**src/rtl/coal_pkg.sv**
```systemverilog
package coal_pkg;
  localparam int REG_W      = 32;
  localparam int CNT_W      = 15;
  localparam int TMR_W      = 13;
  localparam int TMR_EN_BIT = 18;
  localparam int ADDR_LO_W  = 32;
  localparam int ADDR_HI_W  = 16;
  localparam int DATA_W     = 32;

  typedef struct packed {
    logic timerClear;
    logic msgLoad;
  } coalStrobe_t;
endpackage

```
**src/rtl/coal_dp.sv**
```systemverilog
module coal_dp
  import coal_pkg::*;
#(
  parameter int CW  = CNT_W,
  parameter int TW  = TMR_W,
  parameter int ALW = ADDR_LO_W,
  parameter int AHW = ADDR_HI_W,
  parameter int DW  = DATA_W
) (
  input  logic              clk,
  input  logic              rstN,
  input  coalStrobe_t       strobe,
  input  logic              timerEn,
  input  logic [TW-1:0]     timerLimit,
  input  logic [CW-1:0]     pendCount,
  input  logic [ALW-1:0]    addrLo,
  input  logic [AHW-1:0]    addrHi,
  input  logic [DW-1:0]     dataCfg,
  output logic              timerHit,
  output logic [ALW+AHW-1:0] msgAddr,
  output logic [DW-1:0]     msgData
);
  logic [TW-1:0] timer;
  logic          timerOn;

  assign timerOn  = timerEn && (timerLimit != '0);
  assign timerHit = timerOn && (pendCount != '0) && (timer >= timerLimit);

  always_ff @(posedge clk or negedge rstN) begin
    if (!rstN) begin
      timer <= '0;
    end else if (strobe.timerClear || !timerOn) begin
      timer <= '0;
    end else begin
      timer <= timer + 1'b1;
    end
  end

  always_ff @(posedge clk or negedge rstN) begin
    if (!rstN) begin
      msgAddr <= '0;
      msgData <= '0;
    end else if (strobe.msgLoad) begin
      msgAddr <= {addrHi, addrLo};
      msgData <= dataCfg;
    end
  end


  idle_timer_zero_chk: assert property (@(posedge clk) disable iff (!rstN)
    (pendCount == '0) |=> (timer == '0));


  held_payload_chk: assert property (@(posedge clk) disable iff (!rstN)
    !strobe.msgLoad |=> $stable(msgAddr) && $stable(msgData));
endmodule

```
**src/rtl/coal_ctrl.sv**
```systemverilog
module coal_ctrl
  import coal_pkg::*;
#(
  parameter int CW = CNT_W
) (
  input  logic          clk,
  input  logic          rstN,
  input  logic [CW-1:0] pendCount,
  input  logic [CW-1:0] countThresh,
  input  logic          cmplPulse,
  input  logic          timerHit,
  input  logic          msgReady,
  output logic          msgValid,
  output coalStrobe_t   strobe
);
  logic armed;
  logic countHit;
  logic countFire;
  logic trig;
  logic accept;

  assign countHit  = (countThresh != '0) && (pendCount >= countThresh);
  assign countFire = armed && countHit;
  assign trig      = countFire || timerHit;
  assign accept    = msgValid && msgReady;

  always_comb begin
    strobe.msgLoad    = trig && (!msgValid || accept);
    strobe.timerClear = cmplPulse || (pendCount == '0) || trig;
  end

  always_ff @(posedge clk or negedge rstN) begin
    if (!rstN) begin
      msgValid <= 1'b0;
    end else if (strobe.msgLoad) begin
      msgValid <= 1'b1;
    end else if (accept) begin
      msgValid <= 1'b0;
    end
  end

  always_ff @(posedge clk or negedge rstN) begin
    if (!rstN) begin
      armed <= 1'b1;
    end else if (countFire) begin
      armed <= 1'b0;
    end else if (pendCount < countThresh) begin
      armed <= 1'b1;
    end
  end


  hold_until_ready_chk: assert property (@(posedge clk) disable iff (!rstN)
    msgValid && !msgReady |=> msgValid);


  count_raise_chk: assert property (@(posedge clk) disable iff (!rstN)
    armed && countHit |=> msgValid);


  timeout_raise_chk: assert property (@(posedge clk) disable iff (!rstN)
    timerHit |=> msgValid);


  rearm_chk: assert property (@(posedge clk) disable iff (!rstN)
    !armed && !(pendCount < countThresh) |=> !armed);
endmodule

```
**src/rtl/compl_irq_coalescer.sv**
```systemverilog
module compl_irq_coalescer
  import coal_pkg::*;
#(
  parameter int RW  = REG_W,
  parameter int CW  = CNT_W,
  parameter int TW  = TMR_W,
  parameter int TEB = TMR_EN_BIT,
  parameter int ALW = ADDR_LO_W,
  parameter int AHW = ADDR_HI_W,
  parameter int DW  = DATA_W
) (
  input  logic               clk,
  input  logic               rstN,
  input  logic [RW-1:0]      thrReg,
  input  logic [RW-1:0]      tmoReg,
  input  logic [ALW-1:0]     msgAddrLo,
  input  logic [AHW-1:0]     msgAddrHi,
  input  logic [DW-1:0]      msgDataCfg,
  input  logic [CW-1:0]      pendCount,
  input  logic               cmplPulse,
  input  logic               msgReady,
  output logic               msgValid,
  output logic [ALW+AHW-1:0] msgAddr,
  output logic [DW-1:0]      msgData
);
  coalStrobe_t   strobe;
  logic          timerHit;
  logic [CW-1:0] countThresh;
  logic          timerEn;
  logic [TW-1:0] timerLimit;
  logic          unusedCfg;

  assign countThresh = thrReg[CW-1:0];
  assign timerEn     = thrReg[TEB];
  assign timerLimit  = tmoReg[TW-1:0];
  assign unusedCfg   = ^{thrReg[RW-1:TEB+1], thrReg[TEB-1:CW], tmoReg[RW-1:TW]};

  coal_ctrl #(.CW(CW)) uCtrl (
    .clk        (clk),
    .rstN       (rstN),
    .pendCount  (pendCount),
    .countThresh(countThresh),
    .cmplPulse  (cmplPulse),
    .timerHit   (timerHit),
    .msgReady   (msgReady),
    .msgValid   (msgValid),
    .strobe     (strobe)
  );

  coal_dp #(.CW(CW), .TW(TW), .ALW(ALW), .AHW(AHW), .DW(DW)) uDp (
    .clk       (clk),
    .rstN      (rstN),
    .strobe    (strobe),
    .timerEn   (timerEn),
    .timerLimit(timerLimit),
    .pendCount (pendCount),
    .addrLo    (msgAddrLo),
    .addrHi    (msgAddrHi),
    .dataCfg   (msgDataCfg),
    .timerHit  (timerHit),
    .msgAddr   (msgAddr),
    .msgData   (msgData)
  );
endmodule

```
**config.mk**
```make
export PLATFORM = sky130hd
export DESIGN_NAME = compl_irq_coalescer
export DESIGN_NICKNAME = d
export VERILOG_FILES = /design/src/rtl/coal_pkg.sv /design/src/rtl/coal_dp.sv /design/src/rtl/coal_ctrl.sv /design/src/rtl/compl_irq_coalescer.sv
export SDC_FILE = /design/constraint.sdc
export NUM_CORES = 1
export LEC_CHECK = 0
export BUFFER_PORTS_ARGS = -buffer_cell sky130_fd_sc_hd__buf_4
export CAP_MARGIN = 40
export CORE_MARGIN = 1.5
export CORE_UTILIZATION = 46
export DETAILED_ROUTE_END_ITERATION = 10
export GPL_ROUTABILITY_DRIVEN = 0
export PLACE_DENSITY = 0.93
export SETUP_SLACK_MARGIN = 0.4
export SYNTH_ARGS = -nofsm -noshare
export SYNTH_HDL_FRONTEND = slang
export SYNTH_SLANG_ARGS = --single-unit
```
**constraint.sdc**
```tcl
create_clock -name clk -period 3.4 [get_ports clk]
set_clock_uncertainty 0.2 [all_clocks]
set_input_delay 0.51 -clock clk [delete_from_list [all_inputs] [get_ports clk]]
set_output_delay 0.51 -clock clk [all_outputs]
set_load 0.05 [all_outputs]
```
==> results.json, run 1 <==
{
  "tns_ns": 0,
  "clkLatencyLatePin_ns": 0.35,
  "io_pins": 244,
  "grt_pass1_wl_um": 18300,
  "r2r_start": "uDp.timer[0]",
  "setup_viol": 0,
  "viasPerCell": 4.96,
  "core_um2": 10200,
  "grt_max_degree": 50,
  "cp-start-kind": "flip-flop",
  "synthesis.yosys.warnings": 0,
  "dpl_cell_area_um2": 6470,
  "ff2ff_path_depth": 9,
  "cts_buffers": 9,
  "ant_nets": 0,
  "die_h_um": 105,
  "diodes": 0,
  "layout-drive-gt1-share_pct": 54.2,
  "fin_cells": 710,
  "fin_nets": 761,
  "portBuffers": 208,
  "initial_utilization_pct": 46.8,
  "die-area_um2": 11000,
  "clockBufferDepth": 2,
  "max_freq_mhz": 358,
  "antenna_found_initial": 0,
  "die_w_um": 105,
  "vdd_drop_max_mv": 0.706,
  "grtUsageTotal_pct": 20.8,
  "synth-main-ff-cell": "dfrtp_1",
  "cts.sink_count": 95,
  "drt-total-wl_um": 11200,
  "total_power_w": 0.00643,
  "drc": 0,
  "synthCells": 354,
  "crit_required_ns": 3.44,
  "maxSlewViolCount": 0,
  "syn2layout_area_growth_pct": 39.8,
  "drtIter0Drc": 197,
  "dr.pass1.iters": 4,
  "arrival_ns": 2.83,
  "synthesis.area_um2": 4790,
  "n_fill_cell": 749,
  "critical_path_class": "flip-flop to flip-flop",
  "relSlewSlack_pct": 56.4,
  "status": "completed",
  "cts-root-buf": "clkbuf_8",
  "hold_violations": 0,
  "grt_pass1_vias": 3813,
  "wl_per_cell_um": 15.8,
  "reg2reg_to": "uDp.msgAddr[23]",
  "synth_nets": 546,
  "cts.htree.levels": 3,
  "grt_overflow_total": 0,
  "synth.yosys.seq_area_share_pct": 49.7,
  "dp.cells": 693,
  "tritoncts": "yes",
  "syn_area_per_cell_um2": 13.5,
  "dp_hpwl_um": 8630,
  "r2r_slack_ns": 0.61,
  "drv_cap": 0,
  "final_util_pct": 65.4,
  "yosysUniqueCellTypes": 31,
  "row_count": 37,
  "hp-class": "primary input to flip-flop",
  "ys_ff_latch": 95,
  "cellPowerDensity_nw_per_um2": 960,
  "worst_setup_path_end_kind": "flip-flop",
  "rsz0062_at_grt": "false",
  "final_common_cell": "buf_4",
  "hold_depth": 2,
  "worst_pin_slew_ns": 0.654,
  "cp-endpoint": "uDp.msgAddr[23]",
  "num_vias": 3523,
  "final_cell_mix": "210 x buf_4, 94 x dfrtp_1, 80 x mux2_4",
  "crit_start": "uDp.timer[0]",
  "synth-edff-count": 0,
  "clk_pin_slew_worst_paths_ns": 0.10,
  "final_area_um2": 6690,
  "cp_max_fo": 35,
  "async_flop_share_pct": 100,
  "period_share_pct": 82.1,
  "p_leak_nw": 3.47,
  "fin_crit_ns": 2.79
}
## logic make-up (layout without fill, tap and decap cells)
kind of cell,after synthesis,count (layout),share of synthesized area [%]
and+or+nand+nor,67,67,6.85
DFF,95,95,49.7
muxes,80,80,25.1
AOI/OAI and AO/OA,30,30,4.23
buffers and inverters,42,262,4.55
xor gates and xnor gates,11,11,2.01
adders and majority gates,29,29,7.58
## flip-flops by register name, indices dropped and copies added (netlist names)
register,count
uDp.timer,13
uCtrl.msgValid,1
uCtrl.armed,1
uDp.msgData,32
uDp.msgAddr,48
## where the power goes
group | switching [W] | internal (W) | leakage, nW
clock network | 0.000408 | 0.000370 | 0.105
registers | 0.000312 | 0.00162 | 1.14
logic | 0.00229 | 0.00142 | 2.22
total | 0.00301 | 0.00341 | 3.47
## routing by layer
metal  global-route usage [%]  vias to the layer above  share of wire, %
met1                     24.5                     1714                39
li1                         -                     1659                 -
met4                     7.63                        0               1.9
met5                        0                        -                 0
met3                     3.87                       20               4.7
met2                     37.4                      130                54
## area by class of cell
cell class	instances	area (µm²)	area share [%]
sequential	95	2380	35.5
multi-input combinational	217	2190	32.7
timing repair buffer	213	1620	24.2
tap	136	170	2.54
clock buffer	10	138	2.06
inverter	33	124	1.85
clock inverter	6	75.1	1.12
## Yosys cell counts (2+ instances only)
cell	count	share of area, %
buf_6	8	1.9
xnor2_1	4	0.73
a21o_1	2	0.31
nor4_1	8	1.0
nand4_1	5	0.65
nand2b_1	3	0.39
o21ai_0	6	0.63
nand3_1	10	1.0
nor2_1	21	1.6
xor2_1	7	1.3
and3_1	5	0.65
dfrtp_1	94	49
ha_1	29	7.6
nand2_1	10	0.78
mux2_4	80	25
inv_1	33	2.6
a21oi_1	13	1.4
nor3_1	3	0.31
## stage by stage
| stage | worst slack [ns] | hold slack (ns) |
|---|---|---|
| after detailed placement | 0.223 | 0.285 |
| final | 0.610 | 0.169 |
| after CTS | 0.504 | 0.151 |
| after global routing | 0.465 | 0.143 |
| after global placement | 0.301 | 0.267 |
| after floorplan | 0.830 | 0.0144 |
## worst max-delay path, stage by stage (launching register included)
cell and delay, ns:
dfrtp_1 0.41, inv_1 0.06, ha_1 0.26, nand2b_1 0.09
a31oi_1 0.08, o21ai_0 0.26, a311oi_2 0.20, o22ai_4 0.16
buf_4 0.56, mux2_4 0.36
## what timing repair did
item | 4_1_cts | 5_1_grt
setup endpoints to repair | 0 | 45
hold endpoints to repair | 46 | 0
gates resized for setup | 0 | 1
buffers inserted | 0 | 0
hold buffers | 1 | 0
## worst min path at each step
stage	slack (ns)	start	to
floorplan	0.01	rstN	uCtrl.msgValid
global placement	0.27	uCtrl.armed	uCtrl.armed
detailed placement	0.29	uCtrl.armed	uCtrl.armed
CTS	0.15	msgDataCfg[29]	uDp.msgData[29]
global route	0.14	msgAddrHi[11]	uDp.msgAddr[43]
finish	0.17	msgAddrHi[13]	uDp.msgAddr[45]
No activity file was read; power rests on OpenSTA's default activity.
==> run 2, diff against run 1 <==
clock period = 2.9 ns   (was 3.4 ns; I/O delays follow)
==> run 2 against run 1 <==
Combinational power is 23% higher; hold slack worse by 0.067 ns; first-iteration DRC count is 21% lower; final cell count is 2.5% higher; wire length is 7.6% higher; clock-buffer cell count stayed put; global-route usage is 0.38 points higher; register-to-register slack worse by 0.24 ns; cell area is 7.1% higher; setup slack worse by 0.26 ns; sequential power is 18% higher; critical path type is now primary input to flip-flop; largest cell class unchanged; largest power group unchanged; highest routed layer unchanged.
==> results.json, run 2 (synthesis gave the netlist of run 1 again) <==
{
  "dpl_cell_area_um2": 6500,
  "maxSlewViolCount": 0,
  "drc": 0,
  "fin_crit_ns": 2.55,
  "grtUsageTotal_pct": 21.2,
  "hold_violations": 0,
  "antenna_found_initial": 0,
  "num_vias": 3599,
  "initial_utilization_pct": 46.8,
  "crit_required_ns": 2.94,
  "max_freq_mhz": 392,
  "cts.sink_count": 95,
  "period_share_pct": 88.1,
  "seqPwrFrac_pct": 29.1,
  "die_h_um": 105,
  "drv_cap": 0,
  "largest_register_ffs": 48,
  "reg2reg_to": "uDp.msgData[30]",
  "clk_pin_slew_worst_paths_ns": 0.10,
  "hp-class": "primary input to flip-flop",
  "grt_pass1_vias": 3827,
  "core_um2": 10200,
  "ant_nets": 0,
  "dp_hpwl_um": 8370,
  "final_cell_mix": "215 x buf_4, 94 x dfrtp_1, 80 x mux2_4",
  "tritoncts": "yes",
  "layout-drive-gt1-share_pct": 56.6,
  "comb_power_share_pct": 58.8,
  "largest_register": "uDp.msgAddr",
  "cts_buffers": 9,
  "cts.htree.levels": 3,
  "die_w_um": 105,
  "status": "completed",
  "clkPwrFrac_pct": 12.2,
  "grt_overflow_total": 0,
  "critical_path_class": "primary input to flip-flop",
  "grt_max_degree": 51,
  "r2r_start": "uDp.timer[2]",
  "cp-start-kind": "primary input",
  "clockBufferDepth": 2,
  "p_sw_share_pct": 45.8,
  "diodes": 0,
  "setup_viol": 0,
  "grt_pass1_wl_um": 18500,
  "total_power_w": 0.00781,
  "top_regs": "uDp.msgAddr: 48 flops, uDp.msgData: 32 flops, uDp.timer: 13 flops",
  "row_count": 37,
  "hold_depth": 2,
  "cellPowerDensity_nw_per_um2": 1090,
  "ff2ff_path_depth": 9,
  "wl_per_cell_um": 16.6,
  "portBuffers": 208,
  "dr.pass1.iters": 4,
  "final_common_cell": "buf_4",
  "io_pins": 244,
  "hold_end": "uDp.msgAddr[24]",
  "worst_setup_path_end_kind": "flip-flop",
  "arrival_ns": 2.59,
  "r2r_slack_ns": 0.37,
  "cp_max_fo": 8,
  "power.switching_w": 0.00358,
  "worst_pin_slew_ns": 0.667,
  "drtIter0Drc": 156,
  "p_leak_nw": 3.66,
  "vdd_drop_max_mv": 0.940,
  "worstHoldStart": "msgAddrLo[24]",
  "p_int_w": 0.00423,
  "drt-total-wl_um": 12100,
  "final_area_um2": 7170,
  "n_fill_cell": 695,
  "fin_nets": 779,
  "clkLatencyLatePin_ns": 0.35,
  "die-area_um2": 11000,
  "relSlewSlack_pct": 55.5,
  "rsz0062_at_grt": "true",
  "viasPerCell": 4.94,
  "cts-root-buf": "clkbuf_8",
  "tns_ns": 0,
  "syn2layout_area_growth_pct": 49.7
}
==> run 2: power by group through the flow <==
stage	Combinational, W	Clock [W]	Sequential, W
final	0.00459	0.000951	0.00227
after global routing	0.00474	0.00102	0.00234
after CTS	0.00451	0.000980	0.00226
after detailed placement	0.00439	0	0.00225
after global placement	0.00431	0	0.00223
after floorplan	0.00110	0	0.00421
==> run 2: how the worst max path moves through the flow <==
stage                     cells past startpoint  slack, ns               to         start
after global routing                         11       0.28  uDp.msgAddr[19]    thrReg[10]
after floorplan                               9       0.40   uDp.msgAddr[0]     tmoReg[7]
after detailed placement                     10       0.06  uDp.msgAddr[41]    thrReg[10]
after CTS                                     9       0.36  uDp.msgAddr[41]  uDp.timer[7]
final                                        11       0.35  uDp.msgData[30]    thrReg[10]
after global placement                        9       0.14   uDp.msgData[1]  pendCount[6]
==> run 2: worst max-delay path, stage by stage <==
cell and delay [ns]:
buf_4 0.09, inv_1 0.04, ha_1 0.32, a21oi_1 0.15, o21ai_0 0.13, a221oi_2 0.34, o21a_1 0.28, o22ai_4 0.14
buf_12 0.19, clkbuf_16 0.17, mux2_4 0.30
==> run 2: timing repair <==
item,in CTS,in global routing
pin swaps,5,4
resized for setup,11,7
buffers inserted,5,1
hold buffers,1,0
gates cloned,5,6
endpoints found under the setup margin,82,93
endpoints found under the hold margin,48,0
==> run 2: cell type report <==
type | instances | area (µm²) | share of cell area (%)
inverters | 33 | 124 | 1.73
multi-input cells | 217 | 2270 | 31.7
repair buffers | 231 | 2010 | 28.0
flip-flops and latches | 95 | 2380 | 33.2
clock inverters | 6 | 90.1 | 1.26
well taps | 136 | 170 | 2.37
clock buffers | 10 | 128 | 1.78
==> run 2: metal layers <==
layer	up-vias	global-route usage, %	share of wire (%)
met4	0	5.87	1.1
met2	125	38.8	54
met3	11	4.12	4.5
li1	1701	-	-
met5	-	0	0
met1	1762	25.1	40
==> run 2: through the flow <==
step           hold WS, ns  utilization (%)  setup WS, ns  instances
2_1_floorplan      -0.0606                -         0.405        354
3_3_place_gp         0.267             63.5         0.143        694
3_5_place_dp         0.285             63.5        0.0641        694
4_1_cts             0.0858             68.0         0.355        721
5_1_grt             0.0763             70.1         0.280        728
6_report             0.101             70.1         0.346        728
==> run 3, diff against run 2 <==
CORE_ASPECT_RATIO = 2   (was not set)
==> run 3 against run 2 <==
Wire length grew 17%; register-to-register slack got worse by 0.04 ns; clock-buffer cell count grew 1; core utilization rose by 1.2 points; clock power is 38% higher; final cell count decreased by 0.14%; hold slack gained 0.026 ns; cell area rose by 0.91%; fmax shrank 0.68%; sequential power is essentially flat; combinational power hardly changed; highest routed layer unchanged.
==> results.json, run 3 (synthesis gave the netlist of run 1 again) <==
{
  "p_leak_nw": 3.69,
  "antenna_found_initial": 0,
  "die_w_um": 75.1,
  "dpl_cell_area_um2": 6510,
  "relSlewSlack_pct": 58.7,
  "viasPerCell": 5.20,
  "r2r_start": "uDp.timer[0]",
  "ant_nets": 0,
  "cts-root-buf": "clkbuf_16",
  "fin_cells": 727,
  "crit_required_ns": 2.92,
  "clockBufferDepth": 2,
  "clkLatencyLatePin_ns": 0.33,
  "cts_buffers": 9,
  "clk_pin_slew_worst_paths_ns": 0.06,
  "setup_viol": 0,
  "wl_per_cell_um": 19.4,
  "syn2layout_area_growth_pct": 51.1,
  "num_vias": 3778,
  "top_regs": "uDp.msgAddr: 48 flops, uDp.msgData: 32 flops, uDp.timer: 13 flops",
  "die_h_um": 147,
  "drtIter0Drc": 110,
  "n_fill_cell": 691,
  "cp_max_fo": 9,
  "worst_setup_path_end_kind": "flip-flop",
  "worst_pin_slew_ns": 0.620,
  "final_area_um2": 7230,
  "final_util_pct": 71.3,
  "die-area_um2": 11100,
  "crit_chain": "inv_1, ha_4, nand2b_4, a31oi_2, o21ai_2, a311oi_2, buf_4, o22ai_4, buf_12, buf_16, mux2_4",
  "crit_slowest_cell": "dfrtp_1",
  "cts.htree.levels": 3,
  "fin_crit_ns": 2.57,
  "grt_pass1_vias": 4155,
  "hold_violations": 0,
  "drv_cap": 0,
  "rsz0062_at_grt": "true",
  "period_share_pct": 88.7,
  "row_count": 52,
  "initial_utilization_pct": 47.2,
  "critical_path_class": "flip-flop to flip-flop",
  "diodes": 0,
  "vdd_drop_max_mv": 1.01,
  "tritoncts": "yes",
  "portBuffers": 208,
  "layout-drive-gt1-share_pct": 57.4,
  "dr.pass1.iters": 4,
  "grt_pass1_wl_um": 20300,
  "dp_hpwl_um": 9640,
  "io_pins": 244,
  "cp-start-kind": "flip-flop",
  "grt_overflow_total": 0,
  "dp.cells": 694,
  "tns_ns": 0,
  "drt-total-wl_um": 14100,
  "final_common_cell": "buf_4",
  "cpPeakStageDelay_ns": 0.39,
  "final_cell_mix": "220 x buf_4, 93 x dfrtp_1, 80 x mux2_4",
  "total_power_w": 0.00819,
  "core_um2": 10100,
  "status": "completed",
  "largest_register": "uDp.msgAddr",
  "crit_start": "uDp.timer[0]",
  "maxSlewViolCount": 0,
  "max_freq_mhz": 389,
  "cts.sink_count": 95,
  "cellPowerDensity_nw_per_um2": 1130,
  "arrival_ns": 2.59,
  "worstHoldStart": "msgAddrHi[1]",
  "hp-class": "primary input to flip-flop",
  "largest_register_ffs": 48,
  "grtUsageTotal_pct": 24.9,
  "drc": 0,
  "grt_max_degree": 50,
  "fin_nets": 780
}
==> run 3: changes by cell type in the layout (fill, tap and decap cells not counted), sizes merged <==
| cell | previous run | this run |
|---|---|---|
| buf | 224 | 229 |
| inv | 35 | 33 |
| clkinvlp | 1 | 0 |
| clkbuf | 16 | 13 |
| bufinv | 2 | 3 |
==> run 3: worst max-delay path, delay by kind of cell (launching register included) <==
family,cells,cell delay [ns]
buffers and inverters,4,0.62
AO/OA/AOI/OAI,4,0.60
flip-flops,1,0.39
multiplexers,1,0.31
adder cells (fa/ha/maj),1,0.20
AND/OR/NAND/NOR,1,0.14
==> run 3: path summary, 6_finish.rpt <==
path | depth (start not counted) | to | slack (ns)
setup / recovery | 11 | uDp.msgAddr[15] | 0.33
hold / removal | 2 | uDp.msgAddr[33] | 0.13
setup reg to reg | 11 | uDp.msgAddr[15] | 0.33
hold reg to reg | 1 | uDp.msgAddr[23] | 0.31
max in group asynchronous | 3 | uCtrl.armed | 1.29
min in group asynchronous | 2 | uDp.msgData[9] | 0.45
==> run 3: routing by layer <==
metal	GRT usage [%]	share of wire [%]	wire length [µm]
met1	24.2	34	4780
met2	46.1	56	7880
met3	6.65	5.8	825
met4	11.5	4.4	623
met5	0	0	0
==> run 3: repair_timing <==
action | in CTS | in global routing
hold buffers | 1 | 0
setup buffers | 6 | 4
hold endpoints to repair | 48 | 0
resized for setup | 12 | 9
endpoints found under the setup margin | 80 | 80
gates cloned | 5 | 2
pin swaps | 5 | 3
==> run 3: area by class of cell <==
type / count / area (µm²) / share of cell area, %
clock buffer: 11 / 233 / 3.22
clock inverter: 4 / 95.1 / 1.31
inverter: 33 / 124 / 1.71
multi-input combinational: 217 / 2290 / 31.6
sequential: 95 / 2380 / 32.9
tap: 135 / 169 / 2.34
timing repair buffer: 232 / 1940 / 26.9
==> run 3: power breakdown <==
part / leakage, nW / switching [W] / internal [W]
sequential: 1.14 / 0.000365 / 0.00190
clock: 0.160 / 0.000469 / 0.000837
combinational: 2.39 / 0.00281 / 0.00181
==> run 3: metrics by stage <==
| stage | setup WS, ns | hold WS (ns) |
|---|---|---|
| final | 0.329 | 0.127 |
| after global routing | 0.281 | 0.113 |
| after CTS | 0.386 | 0.112 |
| after detailed placement | 0.0499 | 0.289 |
| after global placement | 0.102 | 0.269 |
| after floorplan | 0.405 | -0.0606 |
